<file path="config.mk">
export PLATFORM = sky130hd
export DESIGN_NAME = codec_regfile
export DESIGN_NICKNAME = d
export VERILOG_FILES = /design/src/rtl/codec_reg_pkg.sv /design/src/rtl/codec_reg_store.sv /design/src/rtl/codec_reg_rdmux.sv /design/src/rtl/codec_ctl_decode.sv /design/src/rtl/codec_regfile.sv
export SDC_FILE = /design/constraint.sdc
export NUM_CORES = 1
export LEC_CHECK = 0
export CORE_AREA = 2 2 149 151
export CTS_CLUSTER_DIAMETER = 200
export DETAILED_ROUTE_END_ITERATION = 12
export DIE_AREA = 0 0 151 153
export GPL_ROUTABILITY_DRIVEN = 0
export SLEW_MARGIN = 20
export SYNTH_ARGS = -nofsm -noshare
export SYNTH_HDL_FRONTEND = slang
export SYNTH_SLANG_ARGS = --single-unit
</file>
<file path="constraint.sdc">
create_clock -name clk -period 2.5 [get_ports clk]
set_clock_uncertainty 0.05 [all_clocks]
set_input_delay 0.625 -clock clk [delete_from_list [all_inputs] [get_ports clk]]
set_output_delay 0.625 -clock clk [all_outputs]
set_load 0.05 [all_outputs]
</file>
<file path="src/rtl/codec_reg_pkg.sv">
package codec_reg_pkg;
  localparam int DW    = 16;
  localparam int AW    = 7;
  localparam int NSLOT = 20;           // slots 00h..26h (index >> 1)
  localparam int SLOT_MIC  = 7;        // 0Eh
  localparam int SLOT_RSEL = 13;       // 1Ah
  localparam int SLOT_GP   = 16;       // 20h
  localparam int SLOT_PD   = 19;       // 26h
  localparam logic [DW-1:0] CAPS_WORD = 16'h0D50;

  typedef enum logic [2:0] {
    SRC_MIC, SRC_CD, SRC_VIDEO, SRC_AUX, SRC_LINE, SRC_SMIX, SRC_MMIX, SRC_PHONE
  } rec_src_e;

  function automatic logic [DW-1:0] slot_mask(input int i);
    case (i)
      1, 2, 8, 9, 10, 11, 12: slot_mask = 16'h9F1F;
      3, 6:                   slot_mask = 16'h801F;
      5:                      slot_mask = 16'h801E;
      7:                      slot_mask = 16'h805F;
      13:                     slot_mask = 16'h0707;
      14:                     slot_mask = 16'h8F0F;
      16:                     slot_mask = 16'hA380;
      19:                     slot_mask = 16'h7F00;
      default:                slot_mask = 16'h0000;
    endcase
  endfunction

  function automatic logic [DW-1:0] slot_dflt(input int i);
    case (i)
      1, 2, 3, 5, 14:     slot_dflt = 16'h8000;
      6, 7:               slot_dflt = 16'h8008;
      8, 9, 10, 11, 12:   slot_dflt = 16'h8808;
      default:            slot_dflt = 16'h0000;
    endcase
  endfunction
endpackage

</file>
<file path="src/rtl/codec_reg_store.sv">
module codec_reg_store
  import codec_reg_pkg::*;
#(
  parameter int N = NSLOT
) (
  input  logic                 clk,
  input  logic                 rst,
  input  logic                 wr_en,
  input  logic [AW-1:0]        addr,
  input  logic [DW-1:0]        wdata,
  output logic [N-1:0][DW-1:0] q
);
  localparam int SW = AW - 1;

  logic [SW-1:0] slot;
  logic          bulk_rst;
  assign slot     = addr[AW-1:1];
  assign bulk_rst = wr_en && (addr == '0);

  for (genvar i = 0; i < N; i++) begin : g_slot
    localparam logic [DW-1:0] MASK = slot_mask(i);
    localparam logic [DW-1:0] DFLT = slot_dflt(i);
    logic hit;
    assign hit = wr_en && !addr[0] && (slot == SW'(i));

    always_ff @(posedge clk) begin
      if (rst || bulk_rst) q[i] <= DFLT;
      else if (hit)        q[i] <= wdata & MASK;
    end

    p_bulk_reset_r2: assert property (@(posedge clk) disable iff (rst)
      bulk_rst |=> (q[i] == DFLT));
  end
endmodule

</file>
<file path="src/rtl/codec_reg_rdmux.sv">
module codec_reg_rdmux
  import codec_reg_pkg::*;
#(
  parameter int N = NSLOT,
  parameter logic [DW-1:0] VID_HI = 16'h5A31,
  parameter logic [DW-1:0] VID_LO = 16'h0042
) (
  input  logic                 clk,
  input  logic                 rst,
  input  logic                 rd_en,
  input  logic [AW-1:0]        addr,
  input  logic [3:0]           rdy_i,
  input  logic [N-1:0][DW-1:0] q,
  output logic                 rd_valid,
  output logic [DW-1:0]        rd_data
);
  localparam int SW = AW - 1;
  localparam logic [AW-1:0] IDX_VH = 7'h7C;
  localparam logic [AW-1:0] IDX_VL = 7'h7E;

  logic [SW-1:0] slot;
  logic [DW-1:0] word;
  assign slot = addr[AW-1:1];

  always_comb begin
    word = '0;
    if (addr == IDX_VH)                      word = VID_HI;
    else if (addr == IDX_VL)                 word = VID_LO;
    else if (!addr[0] && int'(slot) < N) begin
      if (slot == '0)                        word = CAPS_WORD;
      else if (int'(slot) == SLOT_PD)        word = {q[SLOT_PD][15:8], 4'b0000, rdy_i};
      else                                   word = q[slot];
    end
  end

  always_ff @(posedge clk) begin
    if (rst) begin
      rd_valid <= 1'b0;
      rd_data  <= '0;
    end else begin
      rd_valid <= rd_en;
      if (rd_en) rd_data <= word;
    end
  end

  p_caps_r3: assert property (@(posedge clk) disable iff (rst)
    (rd_en && addr == '0) |=> (rd_data == CAPS_WORD));
  p_latency_r4: assert property (@(posedge clk) disable iff (rst)
    rd_en |=> rd_valid);
  p_idle_r4: assert property (@(posedge clk) disable iff (rst)
    !rd_en |=> !rd_valid);
  p_status_r6: assert property (@(posedge clk) disable iff (rst)
    (rd_en && addr == 7'h26) |=> (rd_data[7:0] == {4'b0000, $past(rdy_i)}));
  p_reserved_r7: assert property (@(posedge clk) disable iff (rst)
    (rd_en && addr >= 7'h28 && addr <= 7'h7A) |=> (rd_data == '0));
endmodule

</file>
<file path="src/rtl/codec_ctl_decode.sv">
module codec_ctl_decode
  import codec_reg_pkg::*;
#(
  parameter int N = NSLOT
) (
  input  logic                 clk,
  input  logic                 rst,
  input  logic [N-1:0][DW-1:0] q,
  output logic                 pcm_post3d,
  output logic                 enh3d_on,
  output logic                 mono_mic,
  output logic                 mic2_sel,
  output logic                 loopback,
  output rec_src_e             rec_src_l,
  output rec_src_e             rec_src_r,
  output logic                 mic_boost,
  output logic [6:0]           pd_req
);
  always_ff @(posedge clk) begin
    if (rst) begin
      pcm_post3d <= 1'b0;
      enh3d_on   <= 1'b0;
      mono_mic   <= 1'b0;
      mic2_sel   <= 1'b0;
      loopback   <= 1'b0;
      rec_src_l  <= SRC_MIC;
      rec_src_r  <= SRC_MIC;
      mic_boost  <= 1'b0;
      pd_req     <= '0;
    end else begin
      pcm_post3d <= q[SLOT_GP][15];
      enh3d_on   <= q[SLOT_GP][13];
      mono_mic   <= q[SLOT_GP][9];
      mic2_sel   <= q[SLOT_GP][8];
      loopback   <= q[SLOT_GP][7];
      rec_src_l  <= rec_src_e'(q[SLOT_RSEL][10:8]);
      rec_src_r  <= rec_src_e'(q[SLOT_RSEL][2:0]);
      mic_boost  <= q[SLOT_MIC][6];
      pd_req     <= q[SLOT_PD][14:8];
    end
  end

  p_gp_follow_r9: assert property (@(posedge clk) disable iff (rst)
    $past(!rst) |-> (enh3d_on == $past(q[SLOT_GP][13])));
  p_pd_follow_r11: assert property (@(posedge clk) disable iff (rst)
    $past(!rst) |-> (pd_req == $past(q[SLOT_PD][14:8])));
endmodule

</file>
<file path="src/rtl/codec_regfile.sv">
module codec_regfile
  import codec_reg_pkg::*;
#(
  parameter logic [15:0] VID_HI = 16'h5A31,
  parameter logic [15:0] VID_LO = 16'h0042
) (
  input  logic        clk,
  input  logic        rst,
  input  logic        wr_en,
  input  logic        rd_en,
  input  logic [6:0]  addr,
  input  logic [15:0] wdata,
  input  logic [3:0]  rdy_i,
  output logic        rd_valid,
  output logic [15:0] rd_data,
  output logic        pcm_post3d,
  output logic        enh3d_on,
  output logic        mono_mic,
  output logic        mic2_sel,
  output logic        loopback,
  output logic [2:0]  rec_src_l,
  output logic [2:0]  rec_src_r,
  output logic        mic_boost,
  output logic [6:0]  pd_req
);
  logic [NSLOT-1:0][DW-1:0] q;
  rec_src_e src_l, src_r;

  codec_reg_store #(.N(NSLOT)) u_store (
    .clk(clk), .rst(rst), .wr_en(wr_en), .addr(addr), .wdata(wdata), .q(q));

  codec_reg_rdmux #(.N(NSLOT), .VID_HI(VID_HI), .VID_LO(VID_LO)) u_rd (
    .clk(clk), .rst(rst), .rd_en(rd_en), .addr(addr), .rdy_i(rdy_i), .q(q),
    .rd_valid(rd_valid), .rd_data(rd_data));

  codec_ctl_decode #(.N(NSLOT)) u_dec (
    .clk(clk), .rst(rst), .q(q),
    .pcm_post3d(pcm_post3d), .enh3d_on(enh3d_on), .mono_mic(mono_mic),
    .mic2_sel(mic2_sel), .loopback(loopback), .rec_src_l(src_l),
    .rec_src_r(src_r), .mic_boost(mic_boost), .pd_req(pd_req));

  assign rec_src_l = src_l;
  assign rec_src_r = src_r;
endmodule

</file>
Word-level counts from Yosys, hierarchy flattened
Index checks and enable logic that the tools add are counted.
{ "word_totals": {"ff_bits": 164, "in_bits": 31, "out_inout_bits": 36, "wordCells": 75} }
{ "op_classes": {"n_lt_le_gt_ge": 2, "eq_ne": 18, "muxes": 7, "n_reduce_logical": 22} }
{ "ops": {"columns": ["op", "n"], "rows": [
  ["$mux W16", 6],
  ["$bmux W16 S5", 1],
  ["$eq A6 B4 Y1 const B", 7],
  ["$eq A6 B3 Y1 const B", 3],
  ["$logic_and A1 B1 Y1", 18],
  ["$eq A7 B7 Y1 const B", 2],
  ["$eq A6 B2 Y1 const B", 2],
  ["$eq A6 B5 Y1 const B", 2],
  ["$logic_not A7 Y1", 1],
  ["$eq A6 B1 Y1 const B", 1],
  ["$eq A6 B6 Y1 const B", 1],
  ["$logic_not A6 Y1", 1],
  ["$lt A6 B5 Y1 const B", 1],
  ["$lt A6 B6 Y1 const B", 1],
  ["$logic_not A1 Y1", 1],
  ["$logic_or A1 B1 Y1", 1]
]} }

Longest topological paths before layout
{ "logic_depth": {"word_depth": 7, "depth_mapped": 8, "ltp_nobuf": 5} }

By module
From an unflattened synthesis, not the netlist that was laid out.
{ "hier_totals": {"cells_unflattened": 1172, "area_unflattened_um2": 10651.5} }
{ "by_module_without_submodules": {"columns": ["mod", "instances", "cells_each", "area_per_inst_um2", "seq_area_each_um2"], "rows": [
  ["codec_reg_store", 1, 804, 6591.3, 2562.5],
  ["codec_reg_rdmux", 1, 329, 3543.4, 340.3],
  ["codec_ctl_decode", 1, 39, 516.7, 380.4]
]} }

Least setup slack after synthesis
No wires, ideal clock.
{ "synth_path": {"path_type": "input -> register", "start": "input rd_en", "end": "register u_rd.rd_data[2]", "setup_time_ns": 0.070, "arrival_ns": 1.916, "required_ns": 2.380, "path_slack_ns": 0.464, "stages": 6, "n_path_buf": 1, "cell_sequence": "buf_6 -> or3b_4 -> nor2_4 -> nand2_2 -> or4_1 -> a21oi_1"} }
{ "synth_lines": {"columns": ["element", "line", "text"], "rows": [
  ["start, declared", "codec_regfile.sv:10", "input logic rd_en,"],
  ["end signal, assigned", "codec_reg_rdmux.sv:42", "if (rd_en) rd_data <= word;"],
  ["end, declared", "codec_reg_rdmux.sv:15", "output logic [DW-1:0] rd_data"]
]} }

Worst setup path in the final report
{ "layout_path": {"start": "register u_rd.rd_data[15]", "end": "output rd_data[15]"} }
{ "layout_lines": {"columns": ["element", "line", "text"], "rows": [
  ["end, declared", "codec_regfile.sv:15", "output logic [15:0] rd_data,"]
]} }
No word-level cell between the ends.

==> results.txt <==
The part of the total power dissipated in combinational logic is ~9%. The CTS sink count is 164. The reported leakage power is 3.46 nW. The number of antenna-violating nets in the routed design is 0. The cell count after synthesis came out at between 800 and 900. The number of global-route vias before repair came out at 6421. The number of antenna violations at the first check in global routing came to 0. The area after detailed placement came out at 8980 um2. The final count of pins violating max slew came out at 0. For this run, the leading register cell type out of synthesis is sky130_fd_sc_hd__dfxtp_1. The combined global-route utilization of all metal layers is 20.7%. Summed over all layers, the global routing overflow is 0.

The minimum setup slack in the final design is roughly 150 ps. The final layout net count is 997. The cell depth of the worst hold path is 2.

The number of cell rows came out at 54. The floorplan die height came out at 153 um. The fraction of synthesis flops using an asynchronous set or reset pin is 0%. The sequential-to-total area share from yosys stat is 44.3%. The routed length per instance came out at roughly 18 um. The buffer and inverter count on the worst path came out at 1. In this run the worst hold path is classified as reg -> reg. TritonCTS built the clock tree. The number of hold buffers added after cts is 0. The slowest stage of the critical path belongs to the cell sky130_fd_sc_hd__clkdlybuf4s50_1.

A synthesized cell averages about 8.7 um2. The number of synthesis warnings is 0. The die is between 150 and 200 um wide. Counting flops with a built-in enable in the synthesized netlist gives 0.

The shortest period the worst path allows came out at 2350 ps. The synthesized area is 7410 um2. The count of cells in the finished layout, fillers not included, comes to 1259. Once placement completed, the tool counted placed cells totaling between 1000 and 1500. The normalized max-slew margin came out at 50.3%. The unique cell type count in the Yosys netlist is 67. After detailed routing, the number of vias per cell comes to approximately 5.4. The longest clock path from root to sink contains 2 buffers. The synthesized net count came out at about 900. The flow ran to the end, and the final reports show no timing, DRC or antenna violations. The power spent charging and discharging nets is ~0.0015 W. The share of post-route cells with drive strength above 1 is 19.5%. The post-placement setup slack came out at -115 ps. The type of the setup path with the least slack is reg -> out. Net switching is approximately 25% of the power. Traced cell by cell, the critical path runs through clkdlybuf4s50_1.

The number of setup buffers added after CTS is 0. Derived from the worst setup path, the maximum achievable clock frequency is ~430 MHz. The placeable core region came out at 21500 um2. The wire length of the first global-routing pass is about 37000 um. The total chip power came out at 0.00593 W. After layout, the worst path uses 94.0% of the clock period.

CTS built an H-tree with a depth of 4. The count of boundary I/O pins is 67. The count of final hold-check violations came out at 0. The effective utilization at floorplan is 34.5%. The depth of the worst register-to-register path came out at 5. The logic depth of the worst setup path including buffers came out at 1. The final layout contains routed wiring with a total length of ~23000 um. The peak supply drop came out at approximately 0.37 mV. Data on the critical path is required at its endpoint by between 1500 and 2000 ps. The post-CTS resize count is 0.

The power per cell area came out at 617 nW/um2. The worst setup path is captured at an output port. The root cell of the clock tree is sky130_fd_sc_hd__clkbuf_16. The register bit total from synthesis came out at roughly 160.

The total CTS buffers came out at 17. The half-perimeter wire length after placement came out at 16700 um. The count of final setup violators is 0.

Among cell families on the critical path, the largest total delay comes from buffers and inverters. Setup repair after global routing left no endpoint under its margin. The number of diodes added for antenna fixing came out at 0. After routing the design area is 9600 um2.

The count of fill cells added during filler insertion came out at between 2000 and 2500. For the worst setup path, the data arrival time is 1680 ps. The largest driver fanout on the critical path is 3. The clock insertion delay at the later pin of the skew report came out at roughly 450 ps. The cell-internal power came out at 0.00443 W.

The sequential share of power came out at roughly 44%. The pin count of the biggest net entering global routing came out at 35. The detailed-routing iteration count for the pre-antenna-repair pass came out at 5. The pin slew with the least headroom to its limit came out at 742 ps.

The floorplan die area is approximately 23000 um2. In this run, the clock network consumes 46.8% of the power. The nature of the critical path startpoint is a flip-flop. The remaining design rule violation count is 0. Input and output buffers added on the ports amount to 65.

Summing over every cut layer, the via total after detailed routing is around 6800. In this design, the stage delay of the slowest critical-path cell is ~840 ps. The max-cap violation count came out at 0.

After the first detailed-routing iteration, the DRC count stood at between 500 and 600. From synthesis to final layout, the design area changed by 29.5%. Final hold analysis gives a worst-case slack of 402 ps. After clock tree synthesis, the clock-pin slew on the worst setup and hold paths is 70 ps.
==> cell families after synthesis <==
| family | share of synthesized area (%) |
|---|---|
| simple gates | 24.9 |
| flops | 44.3 |
| buf+inv | 6.55 |
| compound gates | 14.5 |
| mux | 9.69 |
==> state kept, by name, indices dropped and copies added, names as in the netlist <==
register and cells:
u_dec.mic_boost 1, u_dec.pd_req 7, u_dec.mic2_sel 1, u_store.q 128, u_dec.rec_src_r 3, u_dec.loopback 1
u_rd.rd_data 16, u_dec.rec_src_l 3, u_dec.enh3d_on 1, u_rd.rd_valid 1, u_dec.mono_mic 1, u_dec.pcm_post3d 1
==> placed cells by master, fill, tap and decap left out, types with 3 or more instances in the layout <==
master                            synthesis  routed
sky130_fd_sc_hd__buf_4                    9      92
sky130_fd_sc_hd__o21ai_0                  8       8
sky130_fd_sc_hd__nand2_1                140     140
sky130_fd_sc_hd__mux4_2                   8       8
sky130_fd_sc_hd__mux2i_1                 38      38
sky130_fd_sc_hd__and3_1                   7       7
sky130_fd_sc_hd__nor3_1                   5       5
sky130_fd_sc_hd__clkdlybuf4s50_1          0      62
sky130_fd_sc_hd__a221oi_1                12      12
sky130_fd_sc_hd__nand3_1                130     130
sky130_fd_sc_hd__clkinvlp_4               0       4
sky130_fd_sc_hd__buf_2                   28       3
sky130_fd_sc_hd__mux2_2                  14      14
sky130_fd_sc_hd__inv_6                    0       4
sky130_fd_sc_hd__buf_12                   0      17
sky130_fd_sc_hd__nor2b_1                 24      24
sky130_fd_sc_hd__a22oi_1                 11      11
sky130_fd_sc_hd__o211ai_1                 3       3
sky130_fd_sc_hd__inv_1                    3       3
sky130_fd_sc_hd__nor2_1                  33      32
sky130_fd_sc_hd__dfxtp_1                164     164
sky130_fd_sc_hd__a21oi_1                104     103
sky130_fd_sc_hd__clkbuf_16                0      17
sky130_fd_sc_hd__bufinv_16                0       3
sky130_fd_sc_hd__a22o_1                   5       5
sky130_fd_sc_hd__nand2b_1                 6       6
==> cells in the mapped netlist, types with 3 or more instances <==
master / instances / share of area (%)
sky130_fd_sc_hd__buf_6: 9 / 1.4
sky130_fd_sc_hd__nor2b_1: 24 / 2.0
sky130_fd_sc_hd__o211ai_1: 3 / 0.30
sky130_fd_sc_hd__a22o_1: 5 / 0.59
sky130_fd_sc_hd__nand2b_1: 6 / 0.51
sky130_fd_sc_hd__inv_1: 3 / 0.15
sky130_fd_sc_hd__nand3_1: 130 / 8.8
sky130_fd_sc_hd__a21oi_1: 104 / 7.0
sky130_fd_sc_hd__buf_2: 28 / 1.9
sky130_fd_sc_hd__a21o_1: 3 / 0.30
sky130_fd_sc_hd__o21ai_0: 8 / 0.54
sky130_fd_sc_hd__clkbuf_1: 35 / 1.8
sky130_fd_sc_hd__nor2_1: 33 / 1.7
sky130_fd_sc_hd__buf_4: 9 / 0.91
sky130_fd_sc_hd__and3_1: 7 / 0.59
sky130_fd_sc_hd__dfxtp_1: 164 / 44
sky130_fd_sc_hd__nor3_1: 5 / 0.34
sky130_fd_sc_hd__a221oi_1: 12 / 1.4
sky130_fd_sc_hd__mux2i_1: 38 / 5.1
sky130_fd_sc_hd__mux2_2: 14 / 2.1
sky130_fd_sc_hd__nand2_1: 140 / 7.1
sky130_fd_sc_hd__a22oi_1: 11 / 1.1
sky130_fd_sc_hd__mux4_2: 8 / 2.4
==> power by group through the flow <==
stage                     Combinational, W  Sequential (W)  Clock [W]
after global placement            0.000519         0.00269          0
after floorplan                   0.000257         0.00270          0
after CTS                         0.000522         0.00263    0.00283
final                             0.000525         0.00263    0.00278
after global routing              0.000556         0.00263    0.00295
after detailed placement          0.000519         0.00269          0
==> per-stage QoR <==
stage          util (%)  setup TNS, ps
2_1_floorplan         -              0
3_3_place_gp       41.8          -2260
3_5_place_dp       41.8          -2940
4_1_cts            44.7              0
5_1_grt            44.7              0
6_report           44.7              0
==> metal layers <==
metal	wire [um]	GRT usage [%]	vias to the layer above	part of all wire, %
met4	389	6.32	0	1.7
met1	10200	28.0	3242	44
met3	1590	4.12	36	6.9
li1	-	-	3233	-
met5	0	0	-	0
met2	10900	33.1	252	47
==> final timing paths <==
path | start | slack [ps] | endpoint
worst min-delay path | u_store.q[148] | 400 | u_store.q[148]
worst min register to register | u_store.q[148] | 400 | u_store.q[148]
worst max register to register | u_store.q[210] | 750 | u_rd.rd_data[2]
worst max-delay path | u_rd.rd_data[15] | 150 | rd_data[15]
==> final cells by class <==
class / count / area (um2) / area share [%]
clock buffers: 17 / 425 / 4.43
flip-flops and latches: 164 / 3280 / 34.2
clock inverters: 15 / 195 / 2.03
repair buffers: 174 / 1670 / 17.4
multi-input cells: 605 / 3660 / 38.2
well taps: 280 / 350 / 3.65
inverters: 4 / 15.0 / 0.156
No activity file was read; power rests on OpenSTA's default activity.
